[config.mk]
export PLATFORM = sky130hd
export DESIGN_NAME = pci_sc_handler
export DESIGN_NICKNAME = d
export VERILOG_FILES = /design/src/rtl/pci_sc_pkg.sv /design/src/rtl/pci_sc_ctrl.sv /design/src/rtl/pci_sc_datapath.sv /design/src/rtl/pci_sc_handler.sv
export SDC_FILE = /design/constraint.sdc
export NUM_CORES = 1
export LEC_CHECK = 0
export ABC_AREA = 0
export BUFFER_PORTS_ARGS = -buffer_cell sky130_fd_sc_hd__buf_2
export CAP_MARGIN = 20
export CORE_MARGIN = 1
export CORE_UTILIZATION = 25
export CTS_BUF_LIST = sky130_fd_sc_hd__clkbuf_8 sky130_fd_sc_hd__clkbuf_16
export DETAILED_ROUTE_END_ITERATION = 8
export GPL_ROUTABILITY_DRIVEN = 0
export PLACE_DENSITY = 0.45
export SLEW_MARGIN = 10
export SYNTH_ARGS = -nofsm -noshare
export SYNTH_HDL_FRONTEND = slang
export SYNTH_SLANG_ARGS = --single-unit
[constraint.sdc]
create_clock -name clk -period 2 [get_ports clk]
set_input_delay 0.2 -clock clk [delete_from_list [all_inputs] [get_ports clk]]
set_output_delay 0.2 -clock clk [all_outputs]
set_load 0.01 [all_outputs]
[src/rtl/pci_sc_pkg.sv]
package pci_sc_pkg;

  localparam logic [3:0] CMD_SPECIAL = 4'b0001;

  typedef enum logic [2:0] {
    M_IDLE,
    M_ADDR,
    M_WAIT,
    M_DATA,
    M_TURN
  } mst_state_e;

  typedef enum logic {
    R_IDLE,
    R_ARM
  } rx_state_e;

  // strobes from control to datapath
  typedef struct packed {
    logic latchReq;
    logic busOe;
    logic frameAct;
    logic irdyAct;
    logic selData;
    logic abortEnd;
    logic rxCap;
  } ctl_strobe_t;

endpackage

[src/rtl/pci_sc_ctrl.sv]
module pci_sc_ctrl
  import pci_sc_pkg::*;
#(
  parameter int ABORT_CLKS = 4,
  parameter int WAIT_W     = 2
) (
  input  logic              clk,
  input  logic              rstN,
  input  logic              mstStart,
  input  logic [WAIT_W-1:0] mstWaits,
  input  logic              frameInN,
  input  logic              irdyInN,
  input  logic              devselInN,
  input  logic [3:0]        cbeInN,
  output ctl_strobe_t       ctl,
  output logic              busy
);

  localparam int TMR_W = $clog2(ABORT_CLKS + 1);
  localparam logic [TMR_W-1:0] TMR_LAST = TMR_W'(ABORT_CLKS - 1);

  mst_state_e mState, mNext;
  rx_state_e  rState, rNext;
  logic [WAIT_W-1:0] waitCtr;
  logic [TMR_W-1:0]  abortTmr;
  logic              prevFrameN;
  logic              addrPhase;
  logic              timeout;

  assign timeout   = devselInN && (abortTmr == TMR_LAST);
  assign addrPhase = !frameInN && prevFrameN;
  assign busy      = (mState != M_IDLE);

  always_comb begin
    mNext = mState;
    unique case (mState)
      M_IDLE: if (mstStart) mNext = M_ADDR;
      M_ADDR: mNext = (waitCtr == '0) ? M_DATA : M_WAIT;
      M_WAIT: if (waitCtr == WAIT_W'(1)) mNext = M_DATA;
      M_DATA: if (!devselInN || timeout) mNext = M_TURN;
      M_TURN: mNext = M_IDLE;
      default: mNext = M_IDLE;
    endcase
  end

  always_comb begin
    rNext = rState;
    unique case (rState)
      R_IDLE: if (addrPhase && cbeInN == CMD_SPECIAL) rNext = R_ARM;
      R_ARM:  if (!irdyInN || frameInN) rNext = R_IDLE;
      default: rNext = R_IDLE;
    endcase
  end

  always_comb begin
    ctl = '0;
    unique case (mState)
      M_IDLE: ctl.latchReq = mstStart;
      M_ADDR: begin
        ctl.busOe    = 1'b1;
        ctl.frameAct = 1'b1;
      end
      M_WAIT: begin
        ctl.busOe    = 1'b1;
        ctl.frameAct = 1'b1;
        ctl.selData  = 1'b1;
      end
      M_DATA: begin
        ctl.busOe    = 1'b1;
        ctl.irdyAct  = 1'b1;
        ctl.selData  = 1'b1;
        ctl.abortEnd = timeout;
      end
      M_TURN: ctl.busOe = 1'b1;
      default: ctl = '0;
    endcase
    ctl.rxCap = (rState == R_ARM) && !irdyInN;
  end

  always_ff @(posedge clk or negedge rstN) begin
    if (!rstN) begin
      mState     <= M_IDLE;
      rState     <= R_IDLE;
      waitCtr    <= '0;
      abortTmr   <= '0;
      prevFrameN <= 1'b1;
    end else begin
      mState     <= mNext;
      rState     <= rNext;
      prevFrameN <= frameInN;
      if (mState == M_IDLE && mstStart) waitCtr <= mstWaits;
      else if (mState == M_WAIT)        waitCtr <= waitCtr - WAIT_W'(1);
      if (mState == M_DATA) abortTmr <= abortTmr + TMR_W'(1);
      else                  abortTmr <= '0;
    end
  end

endmodule

[src/rtl/pci_sc_datapath.sv]
module pci_sc_datapath
  import pci_sc_pkg::*;
#(
  parameter int          AD_W      = 32,
  parameter logic [15:0] MSG_MATCH = 16'h1200,
  parameter logic [15:0] MSG_MASK  = 16'hFF00
) (
  input  logic            clk,
  input  logic            rstN,
  input  ctl_strobe_t     ctl,
  input  logic [3:0]      mstCmd,
  input  logic [AD_W-1:0] mstAddr,
  input  logic [AD_W-1:0] mstData,
  input  logic [AD_W-1:0] adIn,
  output logic            busOe,
  output logic            frameOutN,
  output logic            irdyOutN,
  output logic [3:0]      cbeOutN,
  output logic [AD_W-1:0] adOut,
  output logic [3:0]      curCmd,
  output logic            rcvMasterAbort,
  output logic            msgValid,
  output logic [15:0]     msgCode,
  output logic [15:0]     msgData
);

  localparam int HALF_W = AD_W / 2;

  logic [3:0]      cmdReg;
  logic [AD_W-1:0] addrReg, dataReg;
  logic            msgApplies;

  assign busOe     = ctl.busOe;
  assign frameOutN = !ctl.frameAct;
  assign irdyOutN  = !ctl.irdyAct;
  assign adOut     = ctl.selData ? dataReg : addrReg;
  assign cbeOutN   = ctl.selData ? 4'b0000 : cmdReg;
  assign curCmd    = cmdReg;

  assign msgApplies = (((adIn[15:0] ^ MSG_MATCH) & MSG_MASK) == 16'h0000);

  always_ff @(posedge clk or negedge rstN) begin
    if (!rstN) begin
      cmdReg         <= '0;
      addrReg        <= '0;
      dataReg        <= '0;
      rcvMasterAbort <= 1'b0;
      msgValid       <= 1'b0;
      msgCode        <= '0;
      msgData        <= '0;
    end else begin
      if (ctl.latchReq) begin
        cmdReg  <= mstCmd;
        addrReg <= mstAddr;
        dataReg <= mstData;
      end
      if (ctl.abortEnd && cmdReg != CMD_SPECIAL) rcvMasterAbort <= 1'b1;
      msgValid <= ctl.rxCap && msgApplies;
      if (ctl.rxCap && msgApplies) begin
        msgCode <= adIn[15:0];
        msgData <= adIn[HALF_W+15:HALF_W];
      end
    end
  end

endmodule

[src/rtl/pci_sc_handler.sv]
module pci_sc_handler
  import pci_sc_pkg::*;
#(
  parameter int          ABORT_CLKS = 4,
  parameter int          WAIT_W     = 2,
  parameter logic [15:0] MSG_MATCH  = 16'h1200,
  parameter logic [15:0] MSG_MASK   = 16'hFF00
) (
  input  logic              clk,
  input  logic              rstN,
  input  logic              mstStart,
  input  logic [3:0]        mstCmd,
  input  logic [31:0]       mstAddr,
  input  logic [31:0]       mstData,
  input  logic [WAIT_W-1:0] mstWaits,
  output logic              mstBusy,
  input  logic              frameInN,
  input  logic              irdyInN,
  input  logic              devselInN,
  input  logic [3:0]        cbeInN,
  input  logic [31:0]       adIn,
  output logic              busOe,
  output logic              frameOutN,
  output logic              irdyOutN,
  output logic [3:0]        cbeOutN,
  output logic [31:0]       adOut,
  output logic              rcvMasterAbort,
  output logic              msgValid,
  output logic [15:0]       msgCode,
  output logic [15:0]       msgData
);

  ctl_strobe_t ctl;
  logic [3:0]  curCmd;

  pci_sc_ctrl #(.ABORT_CLKS(ABORT_CLKS), .WAIT_W(WAIT_W)) u_ctrl (
    .clk(clk), .rstN(rstN), .mstStart(mstStart), .mstWaits(mstWaits),
    .frameInN(frameInN), .irdyInN(irdyInN), .devselInN(devselInN),
    .cbeInN(cbeInN), .ctl(ctl), .busy(mstBusy)
  );

  pci_sc_datapath #(.AD_W(32), .MSG_MATCH(MSG_MATCH), .MSG_MASK(MSG_MASK)) u_dp (
    .clk(clk), .rstN(rstN), .ctl(ctl), .mstCmd(mstCmd), .mstAddr(mstAddr),
    .mstData(mstData), .adIn(adIn), .busOe(busOe), .frameOutN(frameOutN),
    .irdyOutN(irdyOutN), .cbeOutN(cbeOutN), .adOut(adOut), .curCmd(curCmd),
    .rcvMasterAbort(rcvMasterAbort), .msgValid(msgValid),
    .msgCode(msgCode), .msgData(msgData)
  );

endmodule

# Word-level counts from Yosys, hierarchy flattened
# Index checks and enable logic that the tools add are counted.
dict set report classes {
  n_mux 19
  n_addsub 2
  eq_ne 11
  n_reduce_logical 23
  bitwise 2
}
# operator n
set ops {}
lappend ops {{32-bit 2-to-1 mux} 1}
lappend ops {{16-bit zero test} 1}
lappend ops {{3-bit 2-to-1 mux} 4}
lappend ops {{3-bit one-hot mux with 4 select lines} 1}
lappend ops {{3-bit by 2-bit equality test with 1-bit output (second input constant)} 3}
lappend ops {{1-bit 2-to-1 mux} 9}
lappend ops {{1-bit logical AND} 7}
lappend ops {{1-bit zero test} 5}
lappend ops {{4-bit by 1-bit equality test with 1-bit output (second input constant)} 1}
lappend ops {{2-bit 2-to-1 mux} 2}
lappend ops {{4-bit 2-to-1 mux} 1}
lappend ops {{2-bit by 1-bit inequality test with 1-bit output (second input constant)} 2}
lappend ops {{4-bit by 1-bit inequality test with 1-bit output (second input constant)} 1}
lappend ops {{2-bit OR reduction} 2}
lappend ops {{4-bit OR reduction} 1}
lappend ops {{3-bit by 1-bit adder with 3-bit output (second input constant)} 1}
lappend ops {{3-bit by 1-bit equality test with 1-bit output (second input constant)} 1}
lappend ops {{3-bit equality test (second input constant)} 1}
lappend ops {{3-bit zero test} 1}
lappend ops {{3-bit AND reduction} 1}
lappend ops {{3-bit nonzero test} 1}
lappend ops {{2-bit by 1-bit equality test with 1-bit output (second input constant)} 1}
lappend ops {{2-bit zero test} 1}
lappend ops {{1-bit logical OR} 2}
lappend ops {{6 further kinds} 6}
dict set report word_totals {
  out_inout_bits 74
  input_bits 112
  regBits 112
  elab_cells 69
}

# Depth between registers and ports, before layout
dict set report logic_depth {
  word_depth 5
  depth_mapped 6
  mapped_depth_nobuf 5
}

# By module
# From an unflattened synthesis, not the netlist that was laid out.
dict set report hier_totals {
  hier_cells 321
  area_unflattened_um2 4860.9
}
# module cells_each seq_area_each_um2 instances area_per_inst_um2
set modules_own_cells {}
lappend modules_own_cells {pci_sc_datapath 262 2552.4 1 4275.4}
lappend modules_own_cells {pci_sc_ctrl 59 251.5 1 585.6}

# Worst setup path after synthesis
# OpenSTA, ideal clock, no wires.
dict set report synth_timing {
  path_kind {reg2reg}
  start {register u_ctrl.mState[1]}
  end {register u_dp.addrReg[0]}
  path_buffers 2
  setup_slack_ns 0.400
  required_time_ns 1.875
  arrival_time_ns 1.475
  setup_ns 0.125
  synth_period_minus_slack_ns 1.600
  path_stages_with_launch 5
  cell_sequence {dfrtp_1 > buf_2 > nor4b_4 > buf_2 > mux2_2}
}
dict set report synth_between {
  elab_chain_len 2
}
# item line_no
set synth_lines {}
lappend synth_lines {{start, declared} pci_sc_ctrl.sv:22} ;# mst_state_e mState, mNext;
lappend synth_lines {{start signal, assigned} pci_sc_ctrl.sv:88} ;# mState <= mNext;
lappend synth_lines {{3-bit zero test} pci_sc_ctrl.sv:57} ;# unique case (mState)
lappend synth_lines {{1-bit 2-to-1 mux} pci_sc_ctrl.sv:57}
lappend synth_lines {{end signal, assigned} pci_sc_datapath.sv:54} ;# addrReg <= mstAddr;
lappend synth_lines {{end, declared} pci_sc_datapath.sv:30} ;# logic [AD_W-1:0] addrReg, dataReg;
# Every way passes these cells.
# A chain may end at the register's enable or synchronous reset.

# Final worst setup path
dict set report layout_timing {
  start {register u_ctrl.mState[2]}
  end {output adOut[8]}
}
dict set report layout_between {
  elab_chain_len 4
  word_cells_on_any_way 5
  classes_between {eq/ne: 2; mux: 2; reduce/logical: 1}
}
# item line_no
set layout_lines {}
lappend layout_lines {{3-bit by 2-bit equality test with 1-bit output} pci_sc_ctrl.sv:57}
lappend layout_lines {{2-bit OR reduction (no source line) *} --}
lappend layout_lines {{1-bit 2-to-1 mux *} pci_sc_ctrl.sv:57}
lappend layout_lines {{32-bit 2-to-1 mux *} pci_sc_datapath.sv:36} ;# assign adOut = ctl.selData ? dataReg : addrReg;
lappend layout_lines {{end, declared} pci_sc_handler.sv:26} ;# output logic [31:0] adOut,
# Mark *: on every way between the ends. The rest lies on a longest branch, timed or not.

==> results_dict.tcl <==
set metrics [dict create \
    worstPathArrival_ns 1.63 \
    end_kind "output pin" \
    setup_viol 0 \
    hold_path_depth 2 \
    synthCells 377 \
    drc 12 \
    numPortBuffers 185 \
    syn_nets 493 \
    fin_util 0.3434 \
    failed_checks "DRC" \
    tightest_slew_ns 0.5433 \
    grt_setup_unrepaired "no" \
    wirelength_mm 11.28 \
    yosys.area_share.simple 0.1281 \
    synth_top_area_share 0.5926 \
    core_area_mm2 0.01815 \
    hold_class "input pin to flip-flop" \
    worst_ep_required_time_ns 1.80 \
    fin_hold_ws_ns 0.06577 \
    htree_levels 3 \
    yosys_register_bits 112 \
    synthTopCellsByCount "dfrtp_1 (111), nand2_1 (98), mux2_2 (86)" \
    finalNetCount 678 \
    place_hpwl_mm 7.981 \
    avgSynthCellArea_um2 12.43 \
    drive_gt1_frac 0.5326 \
    hold_path_startpoint "mstCmd[0]" \
    n_fill_cell 1854 \
    vias 3421 \
    place_ws_ns 0.1963 \
    pin_count 186 \
    period_share 0.9146 \
    holdPathEnd "u_dp.curCmd[0]" \
    slew_violations 0 \
    leakage_nw 3.291 \
    core.rowCount 49 \
    synth-async-reset-ratio 1.000 \
    synth_edf_count 0 \
    max_freq_mhz 546.7 \
    yosysUniqueCellTypes 28 \
    yosys-top-cells-area "dfrtp_1 (59%), mux2_2 (21%), nand2_1 (7.8%)" \
    cpMostUsedCell "nand2_1" \
    setup_slack_ns 0.1708 \
    yosysWarnings 0 \
    reg2reg_slack_ns 0.20 \
    cp_top_family "flip-flops" \
    grt_pass1_wl_mm 18.72 \
    worstSetupStartpointType "flip-flop" \
    power_mw 8.742 \
    slowest_stage "dfrtp_2" \
    numCtsBuffers 9 \
    slew_headroom 0.6378 \
    synthFlopType "dfrtp_1" \
    drv_cap 0 \
    syn_to_final_growth_pct 32.94 \
    drt-vias-per-instance 4.298 \
    antenna_found_initial 0 \
    synth_largest_area_cell "dfrtp_1" \
    muxShareOfSynthArea 0.2258 \
    critPathKind "flip-flop to output pin" \
    timing.final.crit_period_ns 1.829 \
    cts.path.max_buffers 2 \
    r2r-start "u_ctrl.mState[0]" \
    outcome "finished with violations" \
    crit_buf_inv 2 \
    clock_latency_ns 0.35 \
    wire_per_inst_um 14.17 \
    seq_area_frac_synth 0.5982 \
    ir_drop_mv 0.3980 \
    grt_max_degree 102 \
    die_y_um 138.9 \
    die-area_mm2 0.01930 \
    dr.first_iter.drc_count 114 \
    r2r_end "u_dp.addrReg[19]" \
    rr_worst_depth 3 \
    synth_xor_area_frac 0.003737 \
    cpPeakStageDelay_ns 0.49 \
    synth_top_family_by_area "multiplexers" \
    grt_pass1_vias 3748 \
    cts_tree "yes" \
    powerDensity_mw_per_mm2 1403 \
    syn-cell-area_mm2 0.004687 \
    path_max_fanout 25 \
    grt_overflow_total 0 \
    dieWidth_um 138.9 \
    synth_most_common_cell "dfrtp_1" \
    synth-compound-area-share 0.008542 \
    first_pass_iters 6 \
    initial_core_util 0.2583 \
    synth_fa_ha_area_frac 0.01068 \
    skew_ns 0.005830 \
    crit_chain "nand2b_2, buf_4, nand2_1, nand2_1, buf_2" \
    track_usage 0.1235 \
    antenna_cells 0 \
    cts_root_buffer "clkbuf_16" \
    hold_violations 0 \
    ant_nets 0 \
    tns_ns 0 \
    clkTransAtPathRegs_ns 0.07 \
    clock_sinks 112 \
]
kinds of logic after synthesis:
logic type,Yosys count
simple gates,134
fa+ha+maj,4
xor+xnor,2
flops,112
mux,93
buf+inv,27
compound gates,5
sequential cells by signal (all words and copies together), names as in the netlist:
name                 cells
u_ctrl.abortTmr          3
u_dp.rcvMasterAbort      1
u_dp.msgData            16
u_dp.dataReg            32
u_dp.curCmd              4
u_dp.msgValid            1
u_ctrl.waitCtr           2
u_ctrl.mState            3
u_dp.msgCode            16
u_dp.addrReg            32
u_ctrl.rState            1
u_ctrl.prevFrameN        1
per-layer routing:
layer / GRT usage / vias up / routed length, µm / part of all wire
met2: 0.1948 / 131 / 5030 / 0.45
met5: 0 / - / 0 / 0
met3: 0.04213 / 11 / 1020 / 0.090
met4: 0.05322 / 0 / 181 / 0.016
li1: - / 1620 / - / -
met1: 0.1536 / 1659 / 5046 / 0.45
per-stage QoR:
stage / instance area (µm²) / instances
after floorplan: 4687 / 377
after global placement: 5903 / 778
after detailed placement: 5903 / 778
after CTS: 6230 / 796
after global routing: 6231 / 796
final: 6231 / 796
worst max path at each step:
stage                                    to  depth (start not counted)  slack, ns        startpoint
final                              adOut[8]                          5       0.17  u_ctrl.mState[2]
after global routing              adOut[18]                          5      0.009  u_ctrl.mState[2]
after CTS                          adOut[8]                          5       0.07  u_ctrl.mState[1]
after detailed placement  u_ctrl.waitCtr[1]                          4       0.20  u_ctrl.mState[0]
after global placement    u_ctrl.waitCtr[0]                          4       0.26  u_ctrl.mState[1]
after floorplan             u_dp.addrReg[0]                          4       0.40  u_ctrl.mState[1]
power by group:
| part | leakage, nW | internal [mW] | switching [mW] |
|---|---|---|---|
| registers | 1.40 | 3.05 | 0.451 |
| logic | 1.73 | 1.67 | 1.73 |
| clock network | 0.154 | 0.991 | 0.858 |
| total | 3.29 | 5.71 | 3.03 |
cells in the final DEF (no fill, tap or decap), types with 2 or more instances in the layout:
cell / count
nand2_1: 98
nor2b_1: 2
nor2_1: 7
clkbuf_16: 9
a21oi_1: 2
ha_1: 4
dfrtp_2: 2
inv_1: 7
buf_4: 7
clkinv_4: 2
and2_1: 11
nand2b_1: 3
mux2_1: 6
mux2_2: 86
buf_2: 184
inv_6: 2
dlygate4sd3_1: 2
dfrtp_1: 109
buf_12: 2
a221o_1: 2
nor3_1: 3
what timing repair did:
action / in CTS / in global routing
hold buffers: 2 / 0
endpoints found under the hold margin: 13 / 0
gates resized for setup: 1 / 1
buffers inserted: 0 / 0
endpoints found under the setup margin: 1 / 8
final cells by class:
| cell class | count | area [µm²] | share of cell area |
|---|---|---|---|
| clock buffers | 9 | 225.2 | 0.03614 |
| clock inverters | 7 | 80.08 | 0.01285 |
| inverters | 6 | 22.52 | 0.003614 |
| multi-input cells | 238 | 1777 | 0.2851 |
| flip-flops and latches | 112 | 2806 | 0.4504 |
| well taps | 229 | 286.5 | 0.04598 |
| repair buffers | 195 | 1033 | 0.1659 |
No activity file was read; power rests on OpenSTA's default activity.
